===== src/rtl/i2c_evt_slave.sv =====
`timescale 1ns/1ps
module i2c_evt_slave #(
  parameter int FILT = 3
) (
  input  logic       clk,
  input  logic       rst_n,
  input  logic       scl_i,
  input  logic       sda_i,
  output logic       scl_oe,
  output logic       sda_oe,
  input  logic [6:0] own_addr,
  input  logic [6:0] addr_mask,
  input  logic       gc_en,
  input  logic       ack_en,
  input  logic       wr_en,
  input  logic [7:0] wr_data,
  output logic [7:0] rd_data,
  input  logic       evt_clr,
  output logic       evt_flag,
  output logic [3:0] status
);
  localparam int HALF = FILT / 2;
  localparam logic [3:0] C_IDLE = 4'd0, C_SLAW = 4'd1, C_SLAR = 4'd2, C_GC = 4'd3,
                         C_RACK = 4'd4, C_RNAK = 4'd5, C_TACK = 4'd6, C_TNAK = 4'd7,
                         C_STOP = 4'd8, C_BERR = 4'd9;

  typedef enum logic [2:0] {ST_IDLE, ST_ADDR, ST_RX, ST_TX, ST_WAIT} st_t;

  logic [1:0] scl_sy, sda_sy;
  logic [FILT-1:0] scl_w, sda_w;
  logic scl_f, sda_f, scl_q, sda_q, scl_hold;

  always_ff @(posedge clk or negedge rst_n)
    if (!rst_n) begin
      scl_sy <= '1; sda_sy <= '1; scl_w <= '1; sda_w <= '1;
      scl_f <= 1'b1; sda_f <= 1'b1; scl_q <= 1'b1; sda_q <= 1'b1;
    end else begin
      scl_sy <= {scl_sy[0], scl_i};
      sda_sy <= {sda_sy[0], sda_i};
      scl_w  <= {scl_w[FILT-2:0], scl_sy[1]};
      sda_w  <= {sda_w[FILT-2:0], sda_sy[1]};
      scl_f  <= $countones(scl_w) > HALF;
      sda_f  <= $countones(sda_w) > HALF;
      scl_q  <= scl_f;
      sda_q  <= sda_f;
    end

  wire scl_rise = scl_f & ~scl_q;
  wire scl_fall = ~scl_f & scl_q;
  wire start_c  = scl_f & scl_q & sda_q & ~sda_f;
  wire stop_c   = scl_f & scl_q & ~sda_q & sda_f;

  st_t        st;
  logic [3:0] bitcnt, pend;
  logic [7:0] shreg, tx_byte;
  logic       addressed, sda_drv;

  wire [6:0] adr      = shreg[7:1];
  wire       gc_hit   = gc_en && adr == 7'd0 && !shreg[0];
  wire       own_hit  = adr != 7'd0 && ((adr ^ own_addr) & ~addr_mask) == 7'd0;
  wire       mid_byte = addressed && (st == ST_RX || st == ST_TX) && bitcnt >= 4'd2;
  wire       shifting = st == ST_ADDR || st == ST_RX || st == ST_TX;
  wire [7:0] tx_next  = wr_en ? wr_data : tx_byte;

  assign sda_oe = sda_drv;
  assign scl_oe = scl_hold;

  always_ff @(posedge clk or negedge rst_n)
    if (!rst_n) scl_hold <= 1'b0;
    else        scl_hold <= evt_flag & ~scl_f;

  always_ff @(posedge clk or negedge rst_n)
    if (!rst_n) begin
      st <= ST_IDLE; bitcnt <= '0; pend <= C_IDLE; shreg <= '0; tx_byte <= '0;
      rd_data <= '0; addressed <= 1'b0; sda_drv <= 1'b0; evt_flag <= 1'b0; status <= C_IDLE;
    end else begin
      if (wr_en) tx_byte <= wr_data;
      if (evt_clr && evt_flag) begin
        evt_flag <= 1'b0;
        status   <= C_IDLE;
        if (st == ST_TX) begin
          shreg   <= tx_next;
          sda_drv <= ~tx_next[7];
        end
      end
      if (start_c || stop_c) begin
        bitcnt  <= '0;
        sda_drv <= 1'b0;
        addressed <= 1'b0;
        if (mid_byte) begin
          evt_flag <= 1'b1; status <= C_BERR; st <= ST_IDLE;
        end else begin
          if (addressed) begin evt_flag <= 1'b1; status <= C_STOP; end
          st <= start_c ? ST_ADDR : ST_IDLE;
        end
      end else if (scl_rise && shifting) begin
        if (bitcnt < 4'd8 && st != ST_TX) shreg <= {shreg[6:0], sda_f};
        if (st == ST_TX && bitcnt == 4'd8) pend <= sda_f ? C_TNAK : C_TACK;
        bitcnt <= bitcnt + 4'd1;
      end else if (scl_fall && shifting) begin
        case (bitcnt)
          4'd8: begin
            if (st == ST_ADDR) begin
              if (ack_en && (own_hit || gc_hit)) begin
                sda_drv <= 1'b1;
                pend    <= gc_hit ? C_GC : (shreg[0] ? C_SLAR : C_SLAW);
              end else begin
                st <= ST_WAIT; bitcnt <= '0;
              end
            end else if (st == ST_RX) begin
              rd_data <= shreg;
              sda_drv <= ack_en;
              pend    <= ack_en ? C_RACK : C_RNAK;
            end else begin
              sda_drv <= 1'b0;
            end
          end
          4'd9: begin
            sda_drv   <= 1'b0;
            bitcnt    <= '0;
            evt_flag  <= 1'b1;
            status    <= pend;
            addressed <= 1'b1;
            if (pend == C_SLAR || pend == C_TACK) st <= ST_TX;
            else if (pend == C_RNAK || pend == C_TNAK) st <= ST_WAIT;
            else st <= ST_RX;
          end
          default: begin
            if (st == ST_TX && bitcnt != 4'd0) begin
              sda_drv <= ~shreg[6];
              shreg   <= {shreg[6:0], 1'b0};
            end
          end
        endcase
      end
    end
endmodule



===== config.mk =====
export PLATFORM = sky130hd
export DESIGN_NAME = i2c_evt_slave
export DESIGN_NICKNAME = d
export VERILOG_FILES = /design/src/rtl/i2c_evt_slave.sv
export SDC_FILE = /design/constraint.sdc
export NUM_CORES = 1
export LEC_CHECK = 0
export ABC_AREA = 1
export BUFFER_PORTS_ARGS = -buffer_cell sky130_fd_sc_hd__buf_2
export CAP_MARGIN = 30
export CORE_MARGIN = 2
export CORE_UTILIZATION = 40
export CTS_CLUSTER_SIZE = 12
export DETAILED_ROUTE_END_ITERATION = 10
export PLACE_DENSITY = 0.71
export REMOVE_ABC_BUFFERS = 1
export SKIP_LAST_GASP = 1
export SYNTH_ARGS = -nofsm -noshare
export SYNTH_HDL_FRONTEND = slang
export SYNTH_SLANG_ARGS = --single-unit
export TNS_END_PERCENT = 10

===== constraint.sdc =====
create_clock -name clk -period 3.1 [get_ports clk]
set_clock_uncertainty 0.2 [all_clocks]
set_input_delay 0 -clock clk [delete_from_list [all_inputs] [get_ports clk]]
set_output_delay 0 -clock clk [all_outputs]
set_load 0.05 [all_outputs]

# Word level (Yosys, flattened, before mapping)
# Index checks and enable logic that the tools add are counted.
# totals
register_bits	57
input_bits	30
out_inout_bits	15
elab_cells	167
# op_classes
addsub	5
order_cmp	4
eq_ne	17
mux	64
bitwise	20
n_reduce_logical	38
# ops
operator	count
$mux 4	19
$mux 8	9
$mux 1	24
$mux 3	7
$logic_not 7->1	2
$eq 4x3->1 const B	3
$logic_and 1x1->1	12
$reduce_and 6->1	2
$not 1->1	9
$reduce_bool 3->1	3
$and 1x1->1	8
$eq 4x4->1 const B	2
$ne 4x4->1 const B	2
$pmux 4 s2	1
$reduce_bool 2->1	4
$reduce_bool 4->1	2
$and 7x7->7	1
$logic_or 1x1->1	7
$not 7->7	1
$reduce_bool 7->1	1
$xor 7x7->7	1
$add 2x1->3	2
$eq 3x2->1 const B	2
$gt 3x1->1 const B	2
19 further kinds	22

# Depth between registers and ports, before layout
# logic_depth
word_depth	12
ltp_mapped	12
ltp_nobuf	12

# Worst setup path before layout
# Ideal clock, no wire load.
# synth_timing
kind	register -> register
from	register evt_flag
to	register shreg[0]
setup_ps	127
arrival_ps	1626
required_time_ps	2773
path_slack_ps	1147
stages_incl_launch_ff	7
n_path_buf	1
period_less_slack_ps	1953
path_cell_list	dfrtp_1 > nand2_1 > nor3_4 > buf_2 > o21ai_0 > nand2_1 > o21ai_0
# synth_via
elab_chain_cells	7
word_cells_on_any_way	8
cone_classes	7 x mux; 1 x reduce/logical
# synth_rtl
item	line_no	source
start: declaration	19	output logic evt_flag,
start signal: assignment	75	rd_data <= '0; addressed <= 1'b0; sda_drv <= 1'b0; evt_flag <= 1'b0; status <= C_IDLE;
start signal: assignment	79	evt_flag <= 1'b0;
start signal: assignment	91	evt_flag <= 1'b1; status <= C_BERR; st <= ST_IDLE;
$logic_and 1x1->1 *	78	if (evt_clr && evt_flag) begin
$mux 8 *	78	
$mux 8	129	if (st == ST_TX && bitcnt != 4'd0) begin
$mux 8	101	case (bitcnt)
$mux 8	100	end else if (scl_fall && shifting) begin
$mux 8	96	end else if (scl_rise && shifting) begin
$mux 8 *	86	if (start_c || stop_c) begin
end signal: assignment	82	shreg <= tx_next;
end signal: assignment	97	if (bitcnt < 4'd8 && st != ST_TX) shreg <= {shreg[6:0], sda_f};
end signal: assignment	131	shreg <= {shreg[6:0], 1'b0};
end: declaration	55	logic [7:0] shreg, tx_byte;
# Every way passes the cells marked *; elsewhere a longest branch is shown, timed or not.
# A chain may end at the register's enable or synchronous reset.

# Final worst setup path
# layout_timing
from	input port wr_data[7]
to	register tx_byte[7]
# layout_via
elab_chain_cells	1
# layout_rtl
item	line_no	source
start: declaration	16	input logic [7:0] wr_data,
$mux 8	n/a	
net tx_next[7]	63	wire [7:0] tx_next = wr_en ? wr_data : tx_byte;
end signal: assignment	77	if (wr_en) tx_byte <= wr_data;
end: declaration	55	
# The timed path passes the listed nets, and every way through them passes these cells.

==> results.json <==
{
  "post_cts_resized": 0,
  "final_cell_mix": "90 x nand2_1, 44 x buf_2, 42 x dfrtp_1",
  "drt-total-wl_um": 6090,
  "required_ps": 3110,
  "critical_path_arrival_ps": 2090,
  "synth_mux_area_share_pct": 2.84,
  "grt_max_degree": 36,
  "clk_latency_ps": 310,
  "end_kind": "flop",
  "path_clk_slew_ps": 100,
  "cp-start-kind": "primary input",
  "final_layout_size_suffix_gt1_share_pct": 25.8,
  "rsz0062_at_grt": "no",
  "ir_worst_vdd_mv": 0.266,
  "cts_buffer_depth": 2,
  "final_common_cell": "nand2_1",
  "regArea_sq_um": 1420,
  "synth_compound_area_share_pct": 11.4,
  "fin_nets": 427,
  "antenna_found_initial": 0,
  "multi_input_area_sq_um": 1170,
  "cts_hold_buf": 23,
  "synth_fa_ha_area_share_pct": 2.70,
  "port_buffers": 44,
  "netlist_area_sq_um": 2780,
  "tritoncts": "built",
  "cts_setup_buffers": 0,
  "vias": 2302,
  "wire_per_inst_um": 12.9,
  "area_delta_synth_final_pct": 23.2,
  "cellLeakagePower_nw": 1.78,
  "synthSimpleGateAreaFrac_pct": 24.6,
  "post-route-min-period_ps": 2080,
  "grt_first_pass_wirelength_um": 10300,
  "first_global_vias": 2228,
  "critPathKind": "primary input to flop",
  "synth_top_family_by_area": "simple AND/OR/NAND/NOR gates",
  "hpwl_um": 4500,
  "hp-class": "primary input to asynchronous set/reset pin",
  "yosysWarnings": 0,
  "synth_xor_area_share_pct": 0.630,
  "dpl_cell_area_sq_um": 3100,
  "synth_cells": 319,
  "ys_ff_latch": 56,
  "drtAntennaViolNets": 0,
  "drt_iter0_drc": 133,
  "hold_violations": 0,
  "die_h_um": 87.4,
  "period_share_pct": 67.1,
  "drv_slew": 0,
  "syn-mean-instance-area_sq_um": 8.71,
  "htree_num_levels": 2,
  "synth_top_area_share_pct": 37.8,
  "setup_viol_count_final": 0,
  "ys_seq_area_share_pct": 51.1,
  "via_per_inst": 4.88,
  "dieWidth_um": 87.4,
  "cts_buffers": 5,
  "synth_area_leader_cell": "dfrtp_1",
  "n_antenna_cell": 0,
  "die_area_sq_um": 7630,
  "gp_congestion": 0.912,
  "clock-sinks": 56,
  "power_density_nw_per_um2": 565,
  "synthTopCellsByArea": "dfrtp_1 38%, dfstp_2 13%, nand2_1 12%, inv_1 5.4%, o21ai_0 3.4%",
  "reg2reg_slack_ps": 1060,
  "maxCapViolCount": 0,
  "globalRouteOverflowTotal": 0,
  "synth_cell_types": 32,
  "io_pins": 45,
  "final_cell_area_sq_um": 3420,
  "fillers": 634,
  "fp.coreArea_sq_um": 6760,
  "crit_path_max_fanout": 2,
  "max_freq_ghz": 0.481,
  "start_util_pct": 41.1,
  "drt_first_pass_iters": 4,
  "grt_use_total_pct": 17.6,
  "worstMarginPinSlew_ps": 636,
  "rows": 30,
  "dp_slack_ps": 1090,
  "hold_slack_ps": 44.5,
  "tns_ps": 0,
  "slew_headroom_pct": 57.5,
  "root_buffer": "clkbuf_8",
  "finalWorstSetupSlack_ps": 1020,
  "drc": 0,
  "outcome": "completed"
}
-- metal layers --
| layer | track usage (%) | wire length [um] | vias to the layer above |
|---|---|---|---|
| met4 | 6.43 | 96 | 0 |
| met3 | 3.32 | 304 | 6 |
| met5 | 0 | 0 | - |
| met1 | 24.8 | 2930 | 1083 |
| met2 | 27.1 | 2760 | 49 |
| li1 | - | - | 1164 |
-- sequential cells by signal (all words and copies together), names as in the netlist --
signal and cells:
addressed 1, evt_flag 1, sda_q 1, tx_byte 8
scl_q 1, sda_w 3, scl_oe 1, pend 3
sda_oe 1, rd_data 8, sda_f 1, bitcnt 4
scl_f 1, scl_sy 2, shreg 8, status 4
st 3, scl_w 3, sda_sy 2
-- final cells by class --
cell class	count	share of cell area (%)
Clock buffer	7	2.52
Sequential cell	56	41.4
Inverter	43	4.71
Tap cell	80	2.92
Timing Repair Buffer	69	14.0
Clock inverter	1	0.183
Multi-Input combinational cell	216	34.2
-- power by group --
group / internal [mW] / switching (mW)
sequential: 0.852 / 0.0993
clock: 0.183 / 0.225
combinational: 0.208 / 0.367
total: 1.24 / 0.691
-- logic make-up (layout without fill, tap and decap cells) --
logic type,count (synthesis),in the layout
and+or+nand+nor,147,147
DFF,56,56
AOI/OAI and AO/OA,54,54
buffers and inverters,47,120
muxes,7,7
adders and majority gates,6,6
xor gates and xnor gates,2,2
-- stage by stage --
step                      instances  power, mW  util, %
after floorplan                 315       1.34        -
after global placement          440       1.49     45.6
after detailed placement        441       1.51     45.9
after CTS                       472       1.95     50.7
after global routing            472       2.08     50.7
final                           472       1.93     50.7
-- synth_stat cells (all sizes together) --
master,number
nand2,96
a21oi,9
nand3,16
mux2,7
inv,43
a22oi,1
nand3b,3
nand4,6
or2,4
buf,4
a21o,2
o21ai,39
nor3,4
dfrtp,42
a31oi,1
ha,6
xor2,2
dfstp,14
nor2,18
o211ai,2
-- path summary, 6_finish.rpt --
| path | start | to | cells after the start |
|---|---|---|---|
| max in group asynchronous | rst_n | st[1] | 3 |
| min in group clk | gc_en | sda_oe | 9 |
| min | rst_n | scl_q | 2 |
| max reg2reg | evt_flag | sda_oe | 8 |
| max | wr_data[7] | tx_byte[7] | 8 |
| min reg2reg | scl_sy[0] | scl_sy[1] | 0 |
-- critical path, stage by stage --
cell,delay (ps)
dlygate4sd3_1,530
buf_2,120
inv_1,40
nand2_1,40
dlygate4sd3_1,560
o21ai_0,150
dlygate4sd3_1,620
inv_1,50
Note: power is estimated with default switching activity, not from simulation.
